## src/rtl/prs_pkg.sv

```systemverilog
package prs_pkg;

    typedef enum logic [2:0] {
        WID_8  = 3'd0,
        WID_16 = 3'd1,
        WID_32 = 3'd2,
        WID_48 = 3'd3,
        WID_64 = 3'd4
    } width_e;

    typedef enum logic [2:0] {
        S_IDLE,
        S_WDATA,
        S_PAGE,
        S_CMD,
        S_POLL,
        S_WAIT,
        S_RDATA
    } state_e;

    localparam logic [4:0] MREG_PAGE  = 5'h10;
    localparam logic [4:0] MREG_CMD   = 5'h11;
    localparam logic [4:0] MREG_DATA0 = 5'h18;

    typedef struct packed {
        logic [7:0]  page;
        logic [7:0]  offs;
        width_e      width;
        logic        write;
        logic [63:0] wdata;
    } req_t;

    function automatic logic [2:0] word_count(width_e w);
        case (w)
            WID_8, WID_16: return 3'd1;
            WID_32:        return 3'd2;
            WID_48:        return 3'd3;
            default:       return 3'd4;
        endcase
    endfunction

    function automatic logic [15:0] pick_word(logic [63:0] d, logic [1:0] i, width_e w);
        logic [15:0] x;
        x = d[{i, 4'b0000} +: 16];
        if (w == WID_8) x[15:8] = 8'h00;
        return x;
    endfunction

    function automatic logic [63:0] width_mask(width_e w);
        case (w)
            WID_8:   return 64'h0000_0000_0000_00FF;
            WID_16:  return 64'h0000_0000_0000_FFFF;
            WID_32:  return 64'h0000_0000_FFFF_FFFF;
            WID_48:  return 64'h0000_FFFF_FFFF_FFFF;
            default: return 64'hFFFF_FFFF_FFFF_FFFF;
        endcase
    endfunction

endpackage

```

## src/rtl/prs_page_cache.sv

```systemverilog
module prs_page_cache #(
    parameter int          PAGE_W     = 8,
    parameter logic [7:0]  RESET_PAGE = 8'hFF
) (
    input  logic              clk,
    input  logic              rst,
    input  logic              ld,
    input  logic [PAGE_W-1:0] ld_page,
    output logic [PAGE_W-1:0] cur_page
);
    always_ff @(posedge clk) begin
        if (rst)
            cur_page <= PAGE_W'(RESET_PAGE);
        else if (ld)
            cur_page <= ld_page;
    end
endmodule

```

## src/rtl/prs_poll_ctrl.sv

```systemverilog
module prs_poll_ctrl #(
    parameter int MAX_POLLS = 5,
    parameter int DLY_W     = 16
) (
    input  logic             clk,
    input  logic             rst,
    input  logic             clr,
    input  logic             miss,
    input  logic [DLY_W-1:0] gap,
    output logic             last_try,
    output logic             wait_over
);
    localparam int POLL_W = $clog2(MAX_POLLS + 1);

    logic [POLL_W-1:0] cnt;
    logic [DLY_W-1:0]  dly;

    always_ff @(posedge clk) begin
        if (rst || clr)
            cnt <= '0;
        else if (miss)
            cnt <= cnt + 1'b1;
    end

    always_ff @(posedge clk) begin
        if (rst)
            dly <= '0;
        else if (miss)
            dly <= gap;
        else if (dly != '0)
            dly <= dly - 1'b1;
    end

    assign last_try  = (cnt == POLL_W'(MAX_POLLS - 1));
    assign wait_over = (dly == '0);
endmodule

```

## src/rtl/prs_word_buf.sv

```systemverilog
module prs_word_buf
    import prs_pkg::*;
#(
    parameter int NWORDS = 4
) (
    input  logic        clk,
    input  logic        rst,
    input  logic        clr,
    input  logic        ld,
    input  logic [1:0]  idx,
    input  logic [15:0] word,
    input  width_e      width,
    output logic [63:0] rdata
);
    logic [NWORDS*16-1:0] flat;

    for (genvar g = 0; g < NWORDS; g++) begin : g_word
        always_ff @(posedge clk) begin
            if (rst || clr)
                flat[g*16 +: 16] <= '0;
            else if (ld && idx == 2'(g))
                flat[g*16 +: 16] <= word;
        end
    end

    assign rdata = 64'(flat) & width_mask(width);
endmodule

```

## src/rtl/paged_reg_seq.sv

```systemverilog
module paged_reg_seq
    import prs_pkg::*;
#(
    parameter int PHY_ADDR  = 30,
    parameter int MAX_POLLS = 5,
    parameter int DLY_W     = 16
) (
    input  logic             clk,
    input  logic             rst,
    input  logic             req_valid,
    output logic             req_ready,
    input  logic [7:0]       req_page,
    input  logic [7:0]       req_offs,
    input  logic [2:0]       req_width,
    input  logic             req_write,
    input  logic [63:0]      req_wdata,
    input  logic [DLY_W-1:0] poll_gap,
    output logic             done,
    output logic             err,
    output logic [63:0]      rdata,
    output logic             mg_req,
    output logic             mg_we,
    output logic [4:0]       mg_phy,
    output logic [4:0]       mg_reg,
    output logic [15:0]      mg_wdata,
    input  logic             mg_ack,
    input  logic [15:0]      mg_rdata,
    input  logic             mg_err
);
    state_e     state;
    req_t       rq;
    logic [1:0] idx;
    logic [7:0] cur_page;
    logic       last_try, wait_over;
    logic       accept, cache_ld, poll_clr, poll_miss, buf_ld;
    logic       last_word, page_new_in, page_new_q, busy;
    logic [2:0] nw;

    assign accept      = (state == S_IDLE) && req_valid;
    assign nw          = word_count(rq.width);
    assign last_word   = ({1'b0, idx} == nw - 3'd1);
    assign page_new_in = (req_page != cur_page);
    assign page_new_q  = (rq.page != cur_page);
    assign busy        = (mg_rdata[1:0] != 2'b00);
    assign cache_ld    = (state == S_PAGE) && mg_ack && !mg_err;
    assign poll_clr    = (state == S_CMD) && mg_ack;
    assign poll_miss   = (state == S_POLL) && mg_ack && !mg_err && busy && !last_try;
    assign buf_ld      = (state == S_RDATA) && mg_ack && !mg_err;

    prs_page_cache #(.PAGE_W(8), .RESET_PAGE(8'hFF)) u_cache (
        .clk      (clk),
        .rst      (rst),
        .ld       (cache_ld),
        .ld_page  (rq.page),
        .cur_page (cur_page)
    );

    prs_poll_ctrl #(.MAX_POLLS(MAX_POLLS), .DLY_W(DLY_W)) u_poll (
        .clk       (clk),
        .rst       (rst),
        .clr       (poll_clr),
        .miss      (poll_miss),
        .gap       (poll_gap),
        .last_try  (last_try),
        .wait_over (wait_over)
    );

    prs_word_buf #(.NWORDS(4)) u_buf (
        .clk   (clk),
        .rst   (rst),
        .clr   (accept),
        .ld    (buf_ld),
        .idx   (idx),
        .word  (mg_rdata),
        .width (rq.width),
        .rdata (rdata)
    );

    always_ff @(posedge clk) begin
        if (rst) begin
            state <= S_IDLE;
            rq    <= '0;
            idx   <= '0;
            done  <= 1'b0;
            err   <= 1'b0;
        end else begin
            done <= 1'b0;
            err  <= 1'b0;
            case (state)
                S_IDLE: if (req_valid) begin
                    rq.page  <= req_page;
                    rq.offs  <= req_offs;
                    rq.width <= width_e'(req_width);
                    rq.write <= req_write;
                    rq.wdata <= req_wdata;
                    idx      <= '0;
                    if (req_write)        state <= S_WDATA;
                    else if (page_new_in) state <= S_PAGE;
                    else                  state <= S_CMD;
                end
                S_WDATA: if (mg_ack) begin
                    if (mg_err) begin
                        done <= 1'b1; err <= 1'b1; state <= S_IDLE;
                    end else if (last_word) begin
                        idx   <= '0;
                        state <= page_new_q ? S_PAGE : S_CMD;
                    end else begin
                        idx <= idx + 1'b1;
                    end
                end
                S_PAGE: if (mg_ack) begin
                    if (mg_err) begin
                        done <= 1'b1; err <= 1'b1; state <= S_IDLE;
                    end else begin
                        state <= S_CMD;
                    end
                end
                S_CMD: if (mg_ack) begin
                    if (mg_err) begin
                        done <= 1'b1; err <= 1'b1; state <= S_IDLE;
                    end else begin
                        state <= S_POLL;
                    end
                end
                S_POLL: if (mg_ack) begin
                    if (mg_err) begin
                        done <= 1'b1; err <= 1'b1; state <= S_IDLE;
                    end else if (!busy) begin
                        idx <= '0;
                        if (rq.write) begin
                            done <= 1'b1; state <= S_IDLE;
                        end else begin
                            state <= S_RDATA;
                        end
                    end else if (last_try) begin
                        done <= 1'b1; err <= 1'b1; state <= S_IDLE;
                    end else begin
                        state <= S_WAIT;
                    end
                end
                S_WAIT: if (wait_over) state <= S_POLL;
                S_RDATA: if (mg_ack) begin
                    if (mg_err) begin
                        done <= 1'b1; err <= 1'b1; state <= S_IDLE;
                    end else if (last_word) begin
                        done <= 1'b1; state <= S_IDLE;
                    end else begin
                        idx <= idx + 1'b1;
                    end
                end
                default: state <= S_IDLE;
            endcase
        end
    end

    always_comb begin
        req_ready = (state == S_IDLE);
        mg_phy    = 5'(PHY_ADDR);
        mg_req    = 1'b0;
        mg_we     = 1'b0;
        mg_reg    = '0;
        mg_wdata  = '0;
        case (state)
            S_WDATA: begin
                mg_req   = 1'b1;
                mg_we    = 1'b1;
                mg_reg   = MREG_DATA0 + {3'b000, idx};
                mg_wdata = pick_word(rq.wdata, idx, rq.width);
            end
            S_PAGE: begin
                mg_req   = 1'b1;
                mg_we    = 1'b1;
                mg_reg   = MREG_PAGE;
                mg_wdata = {rq.page, 7'b0, 1'b1};
            end
            S_CMD: begin
                mg_req   = 1'b1;
                mg_we    = 1'b1;
                mg_reg   = MREG_CMD;
                mg_wdata = {rq.offs, 6'b0, !rq.write, rq.write};
            end
            S_POLL: begin
                mg_req = 1'b1;
                mg_reg = MREG_CMD;
            end
            S_RDATA: begin
                mg_req = 1'b1;
                mg_reg = MREG_DATA0 + {3'b000, idx};
            end
            default: ;
        endcase
    end
endmodule

```

## config.mk

```make
export PLATFORM = sky130hd
export DESIGN_NAME = paged_reg_seq
export DESIGN_NICKNAME = d
export VERILOG_FILES = /design/src/rtl/prs_pkg.sv /design/src/rtl/prs_page_cache.sv /design/src/rtl/prs_poll_ctrl.sv /design/src/rtl/prs_word_buf.sv /design/src/rtl/paged_reg_seq.sv
export SDC_FILE = /design/constraint.sdc
export NUM_CORES = 1
export LEC_CHECK = 0
export BUFFER_PORTS_ARGS = -buffer_cell sky130_fd_sc_hd__clkbuf_2
export CAP_MARGIN = 20
export CORE_MARGIN = 10
export CORE_UTILIZATION = 55
export CTS_BUF_LIST = sky130_fd_sc_hd__clkbuf_16
export DETAILED_ROUTE_END_ITERATION = 7
export PLACE_DENSITY = 0.91
export SLEW_MARGIN = 20
export SYNTH_ARGS = -nofsm -noshare
export SYNTH_HDL_FRONTEND = slang
export SYNTH_SLANG_ARGS = --single-unit
```

## constraint.sdc

```tcl
create_clock -name clk -period 7 [get_ports clk]
set_clock_uncertainty 0.1 [all_clocks]
set_input_delay 0.7 -clock clk [delete_from_list [all_inputs] [get_ports clk]]
set_output_delay 0.7 -clock clk [all_outputs]
set_load 0.02 [all_outputs]
```

==> results of run 1 <==
==> layout make-up <==
type	count	area, sq um
antenna	2	5.00
sequential	182	3640
inverter	18	67.6
timing repair buffer	216	1100
tap	188	235
fill	1199	5070
clock inverter	15	161
clock buffer	17	425
multi-input combinational	718	4380
==> where the power goes <==
part           switching (mW)  leakage, nW  total (mW)  internal (mW)
registers               0.138         1.48        1.32           1.18
logic                   0.646         2.89        1.03          0.382
clock network           0.397        0.287       0.954          0.557
total                    1.18         4.66        3.30           2.12
==> critical path: stages, from the launching register on <==
cell	delay [ns]
sky130_fd_sc_hd__dfxtp_1	0.66
sky130_fd_sc_hd__clkinv_1	0.34
sky130_fd_sc_hd__nor3_1	0.96
sky130_fd_sc_hd__a222oi_1	0.20
sky130_fd_sc_hd__inv_1	0.10
sky130_fd_sc_hd__clkbuf_2	0.18
==> final timing paths <==
kind | start | endpoint | depth (start not counted)
max | state[1] | mg_wdata[15] | 5
min reg2reg | rq[63] | rq[63] | 2
min | rq[63] | rq[63] | 2
max reg2reg | state[2] | u_buf.flat[50] | 5
==> layer usage <==
layer / vias to the layer above / track usage (%)
met2: 364 / 37.5
met5: - / 0
met3: 46 / 7.56
li1: 3654 / -
met4: 0 / 8.65
met1: 3508 / 25.9
==> placed cells by master, fill, tap and decap left out, drive strengths merged, types with 3 or more instances in the layout <==
master    n
a211oi   12
a21oi   101
a222oi    8
and2     20
buf       8
bufinv    3
clkbuf  225
clkinv    8
conb      6
dfxtp   182
ha        9
inv      20
mux2i    66
mux4     16
nand2   203
nand2b    7
nand3     9
nand3b   12
nand4     6
nor2     96
nor2b    52
nor3     11
nor4      7
o21ai     9
o22ai     3
or3       3
xnor2    10
xor2     21
==> registers in the layout (all words and copies together), names as in the netlist <==
name and cells:
done 1, err 1, idx 2, rq 84, state 3, u_buf.flat 64
u_cache.cur_page 8, u_poll.cnt 3, u_poll.dly 16
==> cells by family (layout without fill, tap and decap cells) <==
logic type	count (synthesis)	after routing	share of synthesized area [%]
simple gates	437	437	24.0
flops	182	182	43.3
compound gates	152	152	10.8
buf+inv	94	266	5.05
mux	83	83	12.3
xor+xnor	31	31	3.23
fa+ha+maj	9	9	1.34
other cells	2	8	0.0892
==> metrics by stage <==
stage                     worst slack [ns]  util, %
after detailed placement              3.71     62.4
after global routing                  3.10     66.4
final                                 3.34     66.4
after global placement                3.81     62.4
after floorplan                       4.48        -
after CTS                             3.21     66.3
==> results.yml, run 1 <==
cts:
  clock_root_buffer: "sky130_fd_sc_hd__clkbuf_16"
  post_cts.repair.setup_buffers: 0
  cts.hold.buffers_added: 0
  cts_tree: "done"
  post_cts_resized: 0
  clock_tree.htree_level_count: 4
  cts_made_buffers: 17
  max-clock-path-buffers: 2
  clock_insertion_delay_worst_skew_ns: 0.42
  cts.clk_slew.worst_paths_ns: 0.06
  clkSinkCount: 182
place:
  place_inst: 1322
  post_dp_cell_area_sq_mm: 0.00942
  dp_hpwl_um: 16900
  place.port_buffers: 209
  routabilityCongestion: 0.910
logic_synthesis:
  synth_most_common_cell: "sky130_fd_sc_hd__nand2_1"
  syn_area_per_cell_sq_um: 8.50
  yosys.area.top_type_share_pct: 43.3
  yosysWarningCount: 0
  synth.top_cells.by_count: "sky130_fd_sc_hd__nand2_1 (203), sky130_fd_sc_hd__dfxtp_1 (182), sky130_fd_sc_hd__a21oi_1 (101)"
  synth_largest_area_cell: "sky130_fd_sc_hd__dfxtp_1"
  synth_top_flop_cell: "sky130_fd_sc_hd__dfxtp_1"
  synth_seq_area_share_pct: 43.3
  synth-async-reset-ratio_pct: 0
  synth_top_cells_by_area: "sky130_fd_sc_hd__dfxtp_1 (43%), sky130_fd_sc_hd__nand2_1 (9.1%), sky130_fd_sc_hd__mux2i_1 (7.9%)"
  synth-edff-count: 0
  synth_cell_types: 57
  synth-seq-cells: 182
  syn-cell-area_sq_mm: 0.00842
  synthesis.instances: 990
drt:
  drt_iter0_drc: 692
  detail_route.wirelength.met1_um: 9270
  dr_wl_met3_um: 2480
  routed_via_density: 5.58
  dr.max_layer_used: "met4"
  final_antenna_net_count: 0
  route.detailed.wl_per_inst_um: 17.4
  met2WireLength_um: 11200
  totalWireLength_um: 23600
  detailroute.via_count: 7572
  drc: 0
  detailedRoute.firstPassIterationCount: 5
sta:
  final_min_period_over_clock_period_pct: 52.3
  period_minus_slack_ns: 3.66
  worst_hold_slack_ns: 0.352
  timing_hold_violations_final: 0
  max_freq_mhz: 273
  worst_pin_slew_ns: 1.17
  total_negative_slack_for_setup_checks_ns: 0
  report.final.setup_viol: 0
  max-slew-margin-rel_pct: 21.4
  max_slew_violations: 0
  grt_setup_unrepaired: "no"
worst_setup_path:
  r2r_slack_ns: 4.06
  arrival_ns: 2.86
  start_kind: "register"
  worstSetupEndpointType: "primary output"
  crit_fanout: 18
  critPathKind: "reg2out"
  crit_required_ns: 6.20
global_route:
  grt_pass1_wl_um: 36900
  largest_net_degree_at_the_start_of_global_routing: 86
  grt.overflow.total: 0
  grt_antenna_before_repair: 1
  first_global_vias: 7418
  track_usage_pct: 22.4
floorplanning:
  starting_density_of_the_core_pct: 55.8
  die_width_um: 144
  die_area_sq_mm: 0.0206
  placeableCoreArea_sq_mm: 0.0151
  ios: 216
  vertical_die_dimension_um: 144
  placement_rows: 45
pwr:
  vdd_ir_drop_max_mv: 0.206
  power_density_mw_per_mm2: 330
  power.total_mw: 3.30
  leakagePower_nw: 4.66
min_path:
  min-delay-path-class: "reg2reg"
final_layout:
  post-route-cell-area_sq_mm: 0.0100
  syn2layout_area_growth_pct: 19.0
  design.final.nets: 1283
  finalNonFillerCells: 1356
  share_of_post_route_cells_with_drive_strength_above_1_pct: 23.4
status:
  outcome: "completed"
job:
  timing.max_cap.violations: 0
No activity file was read; power rests on OpenSTA's default activity.
==> run 2: changes to the inputs <==
CORE_UTILIZATION = 53   (was 55)
PLACE_DENSITY = 0.89   (was 0.91)
clock period = 3.6 ns   (was 7 ns; I/O delays follow)
==> results.yml, run 2 (synthesis gave the netlist of run 1 again) <==
status:
  outcome: "completed"
place:
  place.port_buffers: 209
  routabilityCongestion: 0.930
  dp_hpwl_um: 17100
  post_dp_cell_area_sq_mm: 0.00953
  post-place-ws_ns: 0.864
  place_inst: 1359
pwr:
  power_density_mw_per_mm2: 644
  vdd_ir_drop_max_mv: 0.381
  power.internal_mw: 4.12
  net-switching-power_mw: 2.41
  share_seq_of_total_power_pct: 39.7
  power.combinational.fraction_pct: 31.6
  power.clock.fraction_pct: 28.7
  power.total_mw: 6.52
  leakagePower_nw: 4.70
  net_switching_share_of_the_total_power_pct: 36.9
cts:
  clkSinkCount: 182
  post_cts_resized: 0
  clock_root_buffer: "sky130_fd_sc_hd__clkbuf_16"
  clock_insertion_delay_worst_skew_ns: 0.43
  cts.hold.buffers_added: 0
  cts_tree: "done"
  cts.clk_slew.worst_paths_ns: 0.08
  post_cts.repair.setup_buffers: 0
  cts_made_buffers: 17
  max-clock-path-buffers: 2
  clock_tree.htree_level_count: 4
final_layout:
  largest_register_ffs: 84
  largest_registers: "rq: 84 flops, u_buf.flat: 64 flops, u_poll.dly: 16 flops"
  max_flop_register: "rq"
  finalNonFillerCells: 1392
  postLayoutCoreUtil_pct: 64.4
  final_common_cell: "sky130_fd_sc_hd__clkbuf_2"
  share_of_post_route_cells_with_drive_strength_above_1_pct: 24.1
  syn2layout_area_growth_pct: 20.3
  post-route-cell-area_sq_mm: 0.0101
  layout.cells.most_common_list: "sky130_fd_sc_hd__clkbuf_2 (208), sky130_fd_sc_hd__nand2_1 (202), sky130_fd_sc_hd__dfxtp_1 (182), sky130_fd_sc_hd__a21oi_1 (101), sky130_fd_sc_hd__nor2_1 (96)"
  design.final.nets: 1292
sta:
  period_minus_slack_ns: 3.25
  finalWorstSetupSlack_ns: 0.352
  worst_pin_slew_ns: 1.04
  max_freq_mhz: 308
  worst_hold_slack_ns: 0.0385
  total_negative_slack_for_setup_checks_ns: 0
  grt_setup_unrepaired: "no"
  max_slew_violations: 0
  timing_hold_violations_final: 0
  report.final.setup_viol: 0
  max-slew-margin-rel_pct: 30.7
  final_min_period_over_clock_period_pct: 90.2
job:
  timing.max_cap.violations: 0
worst_setup_path:
  start_kind: "register"
  critical-path-slowest-cell: "sky130_fd_sc_hd__dfxtp_1"
  crit_required_ns: 3.14
  timing.critical_path.buf_inv: 2
  cp_top_family: "simple AND/OR/NAND/NOR gates"
  critical-path-max-stage-delay_ns: 0.70
  cp_cell_sequence: "or3b_1 -> nor2_1 -> a222oi_1 -> inv_1 -> clkbuf_2"
  critPathKind: "reg2out"
  worstSetupEndpointType: "primary output"
  crit_fanout: 18
  arrival_ns: 2.79
drt:
  detailedRoute.firstPassIterationCount: 6
  final_antenna_net_count: 0
  drc: 0
  detailroute.via_count: 7594
  route.detailed.wl_per_inst_um: 17.3
  drt_iter0_drc: 717
  routed_via_density: 5.46
  totalWireLength_um: 24000
floorplanning:
  ios: 216
  die_width_um: 146
  die_area_sq_mm: 0.0213
  vertical_die_dimension_um: 146
  placement_rows: 46
  placeableCoreArea_sq_mm: 0.0157
  starting_density_of_the_core_pct: 53.6
min_path:
  min-delay-path-class: "in2reg"
global_route:
  grt_antenna_before_repair: 1
  grt_pass1_wl_um: 38700
  track_usage_pct: 22.0
  first_global_vias: 7659
  largest_net_degree_at_the_start_of_global_routing: 85
  grt.overflow.total: 0
[run 2: cell count changes in the layout (fill, tap and decap cells not counted), sizes merged]
cell,previous run,this run
buf,8,17
inv,20,24
clkinv,8,5
bufinv,3,2
diode,2,1
[run 2: metal layers]
layer	vias to the layer above	part of all wire, %	GRT usage (%)
li1	3656	-	-
met1	3528	41	25.5
met2	357	48	37.1
met3	51	8.7	6.80
met4	2	2.7	8.81
met5	-	0.054	0
[run 2: tightest hold or removal path, delay by kind of cell]
family / cells / cell delay (ns)
AND/OR/NAND/NOR: 1 / 0.04
buffers and inverters: 1 / 0.08
AO/OA/AOI/OAI: 1 / 0.05
[run 2: power groups by stage]
stage                     combinational (mW)  sequential (mW)  clock (mW)
after CTS                               2.05             2.58        1.89
after global placement                  1.96             2.60           0
after floorplan                         1.55             2.50           0
final                                   2.06             2.59        1.87
after global routing                    2.28             2.63        1.98
after detailed placement                2.02             2.62           0
[run 2: final cells by class]
cell class | instances | area (sq um)
antenna | 1 | 2.50
clock buffer | 17 | 425
clock inverter | 15 | 166
fill | 1269 | 5590
inverter | 18 | 67.6
multi-input combinational | 718 | 4370
sequential | 182 | 3640
tap | 216 | 270
timing repair buffer | 225 | 1180
[run 2: path summary, 6_finish.rpt]
check | startpoint | end | slack [ns] | depth (start not counted)
max | state[0] | mg_wdata[14] | 0.35 | 5
min reg2reg | rq[62] | rq[62] | 0.35 | 2
min | req_wdata[34] | rq[34] | 0.04 | 3
max reg2reg | state[0] | state[1] | 0.82 | 5
